[src/rtl/txdesc_pkg.sv]
package txdesc_pkg;

  // descriptor geometry
  localparam int DESC_WORDS = 4;
  localparam int DESC_BYTES = DESC_WORDS * 4;

  // word 0 (ownership / write-back status)
  localparam int OWN_B   = 31;
  localparam int ES_B    = 15;
  localparam int JAB_B   = 14;
  localparam int FLUSH_B = 13;
  localparam int COLL_LO = 3;
  localparam int COLL_W  = 4;
  localparam int UFL_B   = 1;

  // word 1 (control / length)
  localparam int IRQ_B   = 31;
  localparam int LAST_B  = 30;
  localparam int FIRST_B = 29;
  localparam int CSUM_LO = 27;
  localparam int NOCRC_B = 26;
  localparam int WRAP_B  = 25;
  localparam int LINK_B  = 24;
  localparam int SIZE_LO = 0;
  localparam int SIZE_W  = 11;

  typedef enum logic [2:0] {
    S_PARK,
    S_FETCH_GO,
    S_FETCH,
    S_DECIDE,
    S_XFER,
    S_WAIT,
    S_WB_GO,
    S_WB
  } eng_state_t;

  typedef struct packed {
    logic              underflow;
    logic              jabber;
    logic              flushed;
    logic [COLL_W-1:0] coll;
  } xfer_stat_t;

endpackage

[src/rtl/txdesc_poll_latch.sv]
module txdesc_poll_latch (
  input  logic clk,
  input  logic rst,
  input  logic poll_we,
  input  logic poll_bit,
  input  logic take,
  output logic pending
);

  // a new demand wins over a same-cycle take so no demand is lost
  always_ff @(posedge clk) begin
    if (rst) pending <= 1'b0;
    else     pending <= (pending & ~take) | (poll_we & poll_bit);
  end

endmodule

[src/rtl/txdesc_word_loader.sv]
module txdesc_word_loader #(
  parameter int AW = 32,
  parameter int NW = 4
) (
  input  logic                 clk,
  input  logic                 rst,
  input  logic                 rd_start,
  input  logic                 wr_start,
  input  logic [AW-1:0]        base,
  input  logic [31:0]          wdata,
  output logic                 mem_req,
  output logic                 mem_we,
  output logic [AW-1:0]        mem_addr,
  output logic [31:0]          mem_wdata,
  input  logic                 mem_rvalid,
  input  logic [31:0]          mem_rdata,
  output logic                 done,
  output logic [NW-1:0][31:0]  words
);

  localparam int IW = (NW > 1) ? $clog2(NW) : 1;

  logic          waiting;
  logic [IW-1:0] idx;
  logic          beat;

  assign beat = waiting && mem_rvalid;

  always_ff @(posedge clk) begin
    if (rst) begin
      mem_req   <= 1'b0;
      mem_we    <= 1'b0;
      mem_addr  <= '0;
      mem_wdata <= '0;
      waiting   <= 1'b0;
      idx       <= '0;
      done      <= 1'b0;
    end else begin
      mem_req <= 1'b0;
      done    <= 1'b0;
      if (rd_start) begin
        mem_req  <= 1'b1;
        mem_we   <= 1'b0;
        mem_addr <= base;
        idx      <= '0;
        waiting  <= 1'b1;
      end else if (wr_start) begin
        mem_req   <= 1'b1;
        mem_we    <= 1'b1;
        mem_addr  <= base;
        mem_wdata <= wdata;
        idx       <= '0;
        waiting   <= 1'b1;
      end else if (beat) begin
        if (!mem_we && idx != IW'(NW-1)) begin
          idx      <= idx + 1'b1;
          mem_req  <= 1'b1;
          mem_addr <= mem_addr + AW'(4);
        end else begin
          waiting <= 1'b0;
          done    <= 1'b1;
        end
      end
    end
  end

  for (genvar g = 0; g < NW; g++) begin : g_word
    logic [31:0] w_q;
    always_ff @(posedge clk) begin
      if (rst)
        w_q <= '0;
      else if (beat && !mem_we && idx == IW'(g))
        w_q <= mem_rdata;
    end
    assign words[g] = w_q;
  end

  AST_SINGLE_ACCESS: assert property (@(posedge clk) disable iff (rst)
    mem_req |=> !mem_req);
  AST_REQ_TRACKED: assert property (@(posedge clk) disable iff (rst)
    mem_req |-> waiting);

endmodule

[src/rtl/txdesc_status_pack.sv]
module txdesc_status_pack
  import txdesc_pkg::*;
(
  input  xfer_stat_t  st,
  output logic [31:0] word
);

  always_comb begin
    word = '0;
    word[ES_B]                  = st.underflow | st.jabber | st.flushed;
    word[JAB_B]                 = st.jabber;
    word[FLUSH_B]               = st.flushed;
    word[COLL_LO +: COLL_W]     = st.coll;
    word[UFL_B]                 = st.underflow;
  end

endmodule

[src/rtl/txdesc_chain_engine.sv]
module txdesc_chain_engine
  import txdesc_pkg::*;
#(
  parameter int AW = 32
) (
  input  logic              clk,
  input  logic              rst,
  input  logic [AW-1:0]     chain_head,
  input  logic              poll_we,
  input  logic [31:0]       poll_wdata,
  output logic              mem_req,
  output logic              mem_we,
  output logic [AW-1:0]     mem_addr,
  output logic [31:0]       mem_wdata,
  input  logic              mem_rvalid,
  input  logic [31:0]       mem_rdata,
  output logic              buf_valid,
  input  logic              buf_ready,
  output logic [AW-1:0]     buf_addr,
  output logic [SIZE_W-1:0] buf_len,
  output logic              buf_first,
  output logic              buf_last,
  output logic [1:0]        buf_csum,
  output logic              buf_nocrc,
  input  logic              xfer_done,
  input  logic              xfer_underflow,
  input  logic              xfer_jabber,
  input  logic              xfer_flushed,
  input  logic [COLL_W-1:0] xfer_coll,
  output logic              tx_done,
  output logic              suspended
);

  eng_state_t                     state;
  logic [AW-1:0]                  cur_ptr;
  logic [AW-1:0]                  head_q;
  logic [31:0]                    wb_word;
  logic                           pending;
  logic                           take;
  logic                           ld_done;
  logic [DESC_WORDS-1:0][31:0]    words;
  logic [31:0]                    stat_word;
  xfer_stat_t                     stat_in;
  logic [31:0]                    ctl;
  logic [AW-1:0]                  next_ptr;

  assign take = (state == S_PARK) && pending;
  assign ctl  = words[1];

  assign stat_in = '{underflow: xfer_underflow, jabber: xfer_jabber,
                     flushed: xfer_flushed, coll: xfer_coll};

  always_comb begin
    if (ctl[LINK_B])      next_ptr = words[3][AW-1:0];
    else if (ctl[WRAP_B]) next_ptr = head_q;
    else                  next_ptr = cur_ptr + AW'(DESC_BYTES);
  end

  txdesc_poll_latch u_poll (
    .clk      (clk),
    .rst      (rst),
    .poll_we  (poll_we),
    .poll_bit (poll_wdata[0]),
    .take     (take),
    .pending  (pending)
  );

  txdesc_word_loader #(.AW(AW), .NW(DESC_WORDS)) u_load (
    .clk        (clk),
    .rst        (rst),
    .rd_start   (state == S_FETCH_GO),
    .wr_start   (state == S_WB_GO),
    .base       (cur_ptr),
    .wdata      (wb_word),
    .mem_req    (mem_req),
    .mem_we     (mem_we),
    .mem_addr   (mem_addr),
    .mem_wdata  (mem_wdata),
    .mem_rvalid (mem_rvalid),
    .mem_rdata  (mem_rdata),
    .done       (ld_done),
    .words      (words)
  );

  txdesc_status_pack u_pack (
    .st   (stat_in),
    .word (stat_word)
  );

  always_ff @(posedge clk) begin
    if (rst) begin
      state     <= S_PARK;
      cur_ptr   <= chain_head;
      head_q    <= chain_head;
      wb_word   <= '0;
      buf_valid <= 1'b0;
      buf_addr  <= '0;
      buf_len   <= '0;
      buf_first <= 1'b0;
      buf_last  <= 1'b0;
      buf_csum  <= '0;
      buf_nocrc <= 1'b0;
      tx_done   <= 1'b0;
    end else begin
      tx_done <= 1'b0;
      unique case (state)
        S_PARK:     if (pending) state <= S_FETCH_GO;
        S_FETCH_GO: state <= S_FETCH;
        S_FETCH:    if (ld_done) state <= S_DECIDE;
        S_DECIDE: begin
          if (!words[0][OWN_B]) begin
            state <= S_PARK;
          end else if (ctl[SIZE_LO +: SIZE_W] == '0) begin
            wb_word <= '0;
            state   <= S_WB_GO;
          end else begin
            buf_valid <= 1'b1;
            buf_addr  <= words[2][AW-1:0];
            buf_len   <= ctl[SIZE_LO +: SIZE_W];
            buf_first <= ctl[FIRST_B];
            buf_last  <= ctl[LAST_B];
            buf_csum  <= ctl[CSUM_LO +: 2];
            buf_nocrc <= ctl[NOCRC_B];
            state     <= S_XFER;
          end
        end
        S_XFER: if (buf_ready) begin
          buf_valid <= 1'b0;
          state     <= S_WAIT;
        end
        S_WAIT: if (xfer_done) begin
          wb_word <= stat_word;
          state   <= S_WB_GO;
        end
        S_WB_GO: state <= S_WB;
        S_WB: if (ld_done) begin
          tx_done <= ctl[IRQ_B];
          cur_ptr <= next_ptr;
          state   <= S_FETCH_GO;
        end
        default: state <= S_PARK;
      endcase
    end
  end

  assign suspended = (state == S_PARK);

  AST_PARK_QUIET: assert property (@(posedge clk) disable iff (rst)
    suspended |-> (!buf_valid && !mem_req));
  AST_BUF_HOLD: assert property (@(posedge clk) disable iff (rst)
    (buf_valid && !buf_ready) |=> (buf_valid && $stable(buf_addr) && $stable(buf_len)));
  AST_WB_RELEASES: assert property (@(posedge clk) disable iff (rst)
    (mem_req && mem_we) |-> !mem_wdata[OWN_B]);
  AST_NO_EMPTY_BUF: assert property (@(posedge clk) disable iff (rst)
    buf_valid |-> (buf_len != '0));
  AST_DONE_PULSE: assert property (@(posedge clk) disable iff (rst)
    tx_done |=> !tx_done);

endmodule

[config.mk]
export PLATFORM = sky130hd
export DESIGN_NAME = txdesc_chain_engine
export DESIGN_NICKNAME = d
export VERILOG_FILES = /design/src/rtl/txdesc_pkg.sv /design/src/rtl/txdesc_poll_latch.sv /design/src/rtl/txdesc_word_loader.sv /design/src/rtl/txdesc_status_pack.sv /design/src/rtl/txdesc_chain_engine.sv
export SDC_FILE = /design/constraint.sdc
export NUM_CORES = 1
export LEC_CHECK = 0
export BUFFER_PORTS_ARGS = -buffer_cell sky130_fd_sc_hd__buf_4
export CAP_MARGIN = 25
export CORE_MARGIN = 3
export CORE_UTILIZATION = 49
export CTS_CLUSTER_SIZE = 8
export DETAILED_ROUTE_END_ITERATION = 12
export GPL_TIMING_DRIVEN = 0
export PLACE_DENSITY = 0.83
export SETUP_SLACK_MARGIN = 0.2
export SYNTH_ARGS = -nofsm -noshare
export SYNTH_HDL_FRONTEND = slang
export SYNTH_SLANG_ARGS = --single-unit
[constraint.sdc]
create_clock -name clk -period 2 [get_ports clk]
set_input_delay 0.2 -clock clk [delete_from_list [all_inputs] [get_ports clk]]
set_output_delay 0.2 -clock clk [all_outputs]
set_load 0.05 [all_outputs]
==> metrics.txt <==
gr usage total 0.291; Worst Clk Skew 0.0220 ns; Starting DRT DRC Count 1335; GP Congestion 0.928; total die area 23800 um2; Area Overhead vs Synth 44.2%; status finished with violations; Worst-path clk slew 0.06 ns; Power Total 0.0127 W; Synth cell types 61; CP max stage delay 0.56 ns; share of cells above drive strength 1 0.290; max cap viols 0; first-pass GRT wire length 55.9 mm; r2r endpoint cur_ptr[29]; pin count of the biggest net entering global routing 37; final wirelength 38.9 mm; most used flip-flop cell after synthesis dfxtp_1; Num CTS Buffers 37; vias in the first global route 10600; TritonRoute pass-1 iters 6; CP Launch Point cur_ptr[22]; CTS tree done; Starting Density 0.506; Syn. warnings 0; pwr/cell area 818 nW/um2; CP Cell Sequence inv_1, or4_4, buf_8, nor4_4, xnor2_1, o21ai_1; Slew headroom 0.437; synth top area cells dfxtp_1 (36%), edfxtp_1 (18%), nand2_1 (12%), a21oi_1 (7.9%), xor2_1 (2.4%); final std cells w/o fill 1877; cells on worst reg2reg path 6; Reg2Reg Setup Slack -0.12 ns; register bit total from synthesis 256; clk_lat worst skew 0.53 ns; Yosys top cell by area dfxtp_1; Layout Nets 1704; core area 21300 um2; Crit Path Max Fanout 6; wire per inst 20.7 um; Critical path destination cur_ptr[29]; Port-buffer cells 170; Chip Height 154 um; row cnt 53; Final period util 1.06; number of diodes 0; Place WS -0.835 ns; Worst EP required 2.26 ns; failing checks setup timing; VDD IR max 0.000620 V; Die W 154 um; fmax 471 MHz; I/O pins 226; Post-Place Cells 1678; Vias 11200; RSZ-0062 raised after global routing yes; Worst setup EP type flop; Post-synth EDFFs 64; reg2reg start cur_ptr[22]; DP HPWL 23.5 mm; DRC Markers 0; GR Overflow Total 0; Worst setup SP type flop; CTS H-tree lvls 2; final hold vios 0; minimum clock period 2.12 ns; Seq/Total Area, Yosys 0.536; post-synth top area share 0.357; asr flop ratio synth 0; Vias/cell 5.96; PnR worst setup slack -0.121 ns; root buf cell clkbuf_16; Slowest cell on crit path or4_4; final setup vio count 10; actual slew at the worst max-slew pin 0.845 ns; Gate Count Post-Synth 1210; Worst Hold Class input pin to flop; LEAKAGE 6.04 nW; post-synthesis cell area 10800 um2; CTS Sinks 256; arrival time of the worst setup path 2.38 ns; Setup Crit Path Kind flop to flop; antenna violations before repair 1; Final Util 0.729; final slew viol count 0; Post-DRT Antenna Nets 0; maximum clock insertion buffer count 3; Synth Area per Inst 8.89 um2
## layout make-up
| class | instances | area [um2] |
|---|---|---|
| Sequential cell | 256 | 5810 |
| Tap cell | 275 | 344 |
| Inverter | 9 | 33.8 |
| Buffer | 104 | 621 |
| Fill cell | 1360 | 5760 |
| Multi-Input combinational cell | 865 | 5110 |
| Timing Repair Buffer | 316 | 2600 |
| Clock inverter | 3 | 37.5 |
| Clock buffer | 49 | 971 |
## cells in the final DEF, fill, tap and decap left out, types with 6 or more instances in the layout
cell type | synthesis | routed
nor3_2 | 0 | 6
xnor2_1 | 23 | 15
xnor2_2 | 0 | 8
dfxtp_2 | 0 | 21
a211oi_1 | 8 | 6
o21ai_1 | 0 | 11
dlygate4sd3_1 | 0 | 73
a21oi_1 | 169 | 166
a22oi_1 | 14 | 14
o21ai_0 | 44 | 31
nor4_4 | 2 | 9
nand3_2 | 1 | 7
a221o_1 | 6 | 6
nand3_1 | 23 | 13
buf_6 | 1 | 15
clkbuf_1 | 67 | 41
nand2_1 | 335 | 325
conb_1 | 1 | 24
nor2_1 | 39 | 31
nand2_2 | 0 | 7
clkbuf_2 | 1 | 28
clkbuf_16 | 0 | 37
nand4_1 | 20 | 20
a22o_1 | 6 | 6
buf_4 | 24 | 261
inv_1 | 9 | 9
o221ai_1 | 10 | 10
dfxtp_1 | 192 | 167
a221oi_1 | 7 | 7
mux2i_1 | 12 | 12
xor2_1 | 30 | 28
edfxtp_1 | 64 | 64
and3_1 | 12 | 10
## worst min-delay path by stage
stage	startpoint	end	slack (ns)	cells past startpoint
4_1_cts	mem_rvalid	u_load.done	0.0004	3
3_5_place_dp	chain_head[10]	head_q[10]	0.39	1
3_3_place_gp	chain_head[24]	head_q[24]	0.39	1
6_report	mem_rvalid	u_load.done	0.009	3
5_1_grt	mem_rvalid	u_load.done	0.03	3
2_1_floorplan	chain_head[0]	head_q[0]	0.30	0
## report_power, final
| group | switching [W] | total [W] | internal (W) |
|---|---|---|---|
| registers | 0.000161 | 0.00565 | 0.00549 |
| clock network | 0.00229 | 0.00566 | 0.00337 |
| logic | 0.000827 | 0.00139 | 0.000564 |
## flip-flops by register name, summed over array words and instances, names as in the netlist, 2 cells and up
register / flops
cur_ptr: 32
u_load.idx: 2
buf_csum: 2
head_q: 32
wb_word: 8
state: 3
buf_len: 11
u_load.g_word.w_q: 84
buf_addr: 32
u_load.mem_wdata: 8
u_load.mem_addr: 32
## metrics by stage
stage | setup TNS (ns) | instance area (um2) | hold slack [ns]
after floorplan | 0 | 10900 | 0.299
after global placement | -68.60 | 12600 | 0.389
after detailed placement | -76.09 | 12600 | 0.391
after CTS | 0 | 14900 | 0.000382
after global routing | -0.725 | 15500 | 0.0291
final | -0.657 | 15500 | 0.00938
## layer usage
| metal | GRT usage | share of wire | vias to the layer above |
|---|---|---|---|
| met1 | 0.374 | 0.36 | 5209 |
| met2 | 0.475 | 0.46 | 850 |
| li1 | - | - | 4909 |
| met5 | 0 | 0.00033 | - |
| met4 | 0.132 | 0.056 | 2 |
| met3 | 0.0599 | 0.12 | 212 |
## repair_timing
| action | in CTS | in global routing |
|---|---|---|
| hold endpoints to repair | 132 | 0 |
| pin swaps | 32 | 56 |
| setup endpoints to repair | 236 | 215 |
| gates resized for setup | 98 | 106 |
| hold buffers | 73 | 0 |
| buffers inserted | 39 | 33 |
| gates cloned | 2 | 0 |
## worst max-delay path: cells and delay by family, from the launching register on
kind                      cells  cell delay, ns
xor gates and xnor gates      1            0.19
DFF                           1            0.44
buffers and inverters         2            0.30
and+or+nand+nor               2            0.82
AOI/OAI and AO/OA             1            0.10
## cells in the mapped netlist (3+ instances only)
master	instances
a221oi_1	7
nor4_1	8
xor2_1	30
o21a_1	3
a22o_1	6
a2bb2oi_1	6
o21ai_0	44
and4_1	6
nor2_1	39
and3_1	12
nor2b_1	4
a21oi_1	169
nand2b_1	3
mux2i_1	12
a22oi_1	14
o221ai_1	10
nand3_1	23
ha_1	6
xnor2_1	23
nand2_1	335
a221o_1	6
buf_1	6
clkbuf_1	67
inv_1	9
a211oi_1	8
dfxtp_1	192
edfxtp_1	64
nand4_1	20
buf_4	24
nor3_1	13
buf_2	5
## kinds of logic (layout without fill, tap and decap cells)
logic type,Yosys count,after routing,synth area share
mux,12,12,0.0112
other cells,1,24,0.000348
fa+ha+maj,6,6,0.00698
buf+inv,113,481,0.0492
flops,256,256,0.536
compound gates,287,287,0.157
simple gates,482,483,0.196
xor+xnor,53,53,0.0431
(Power assumes the default switching activity.)
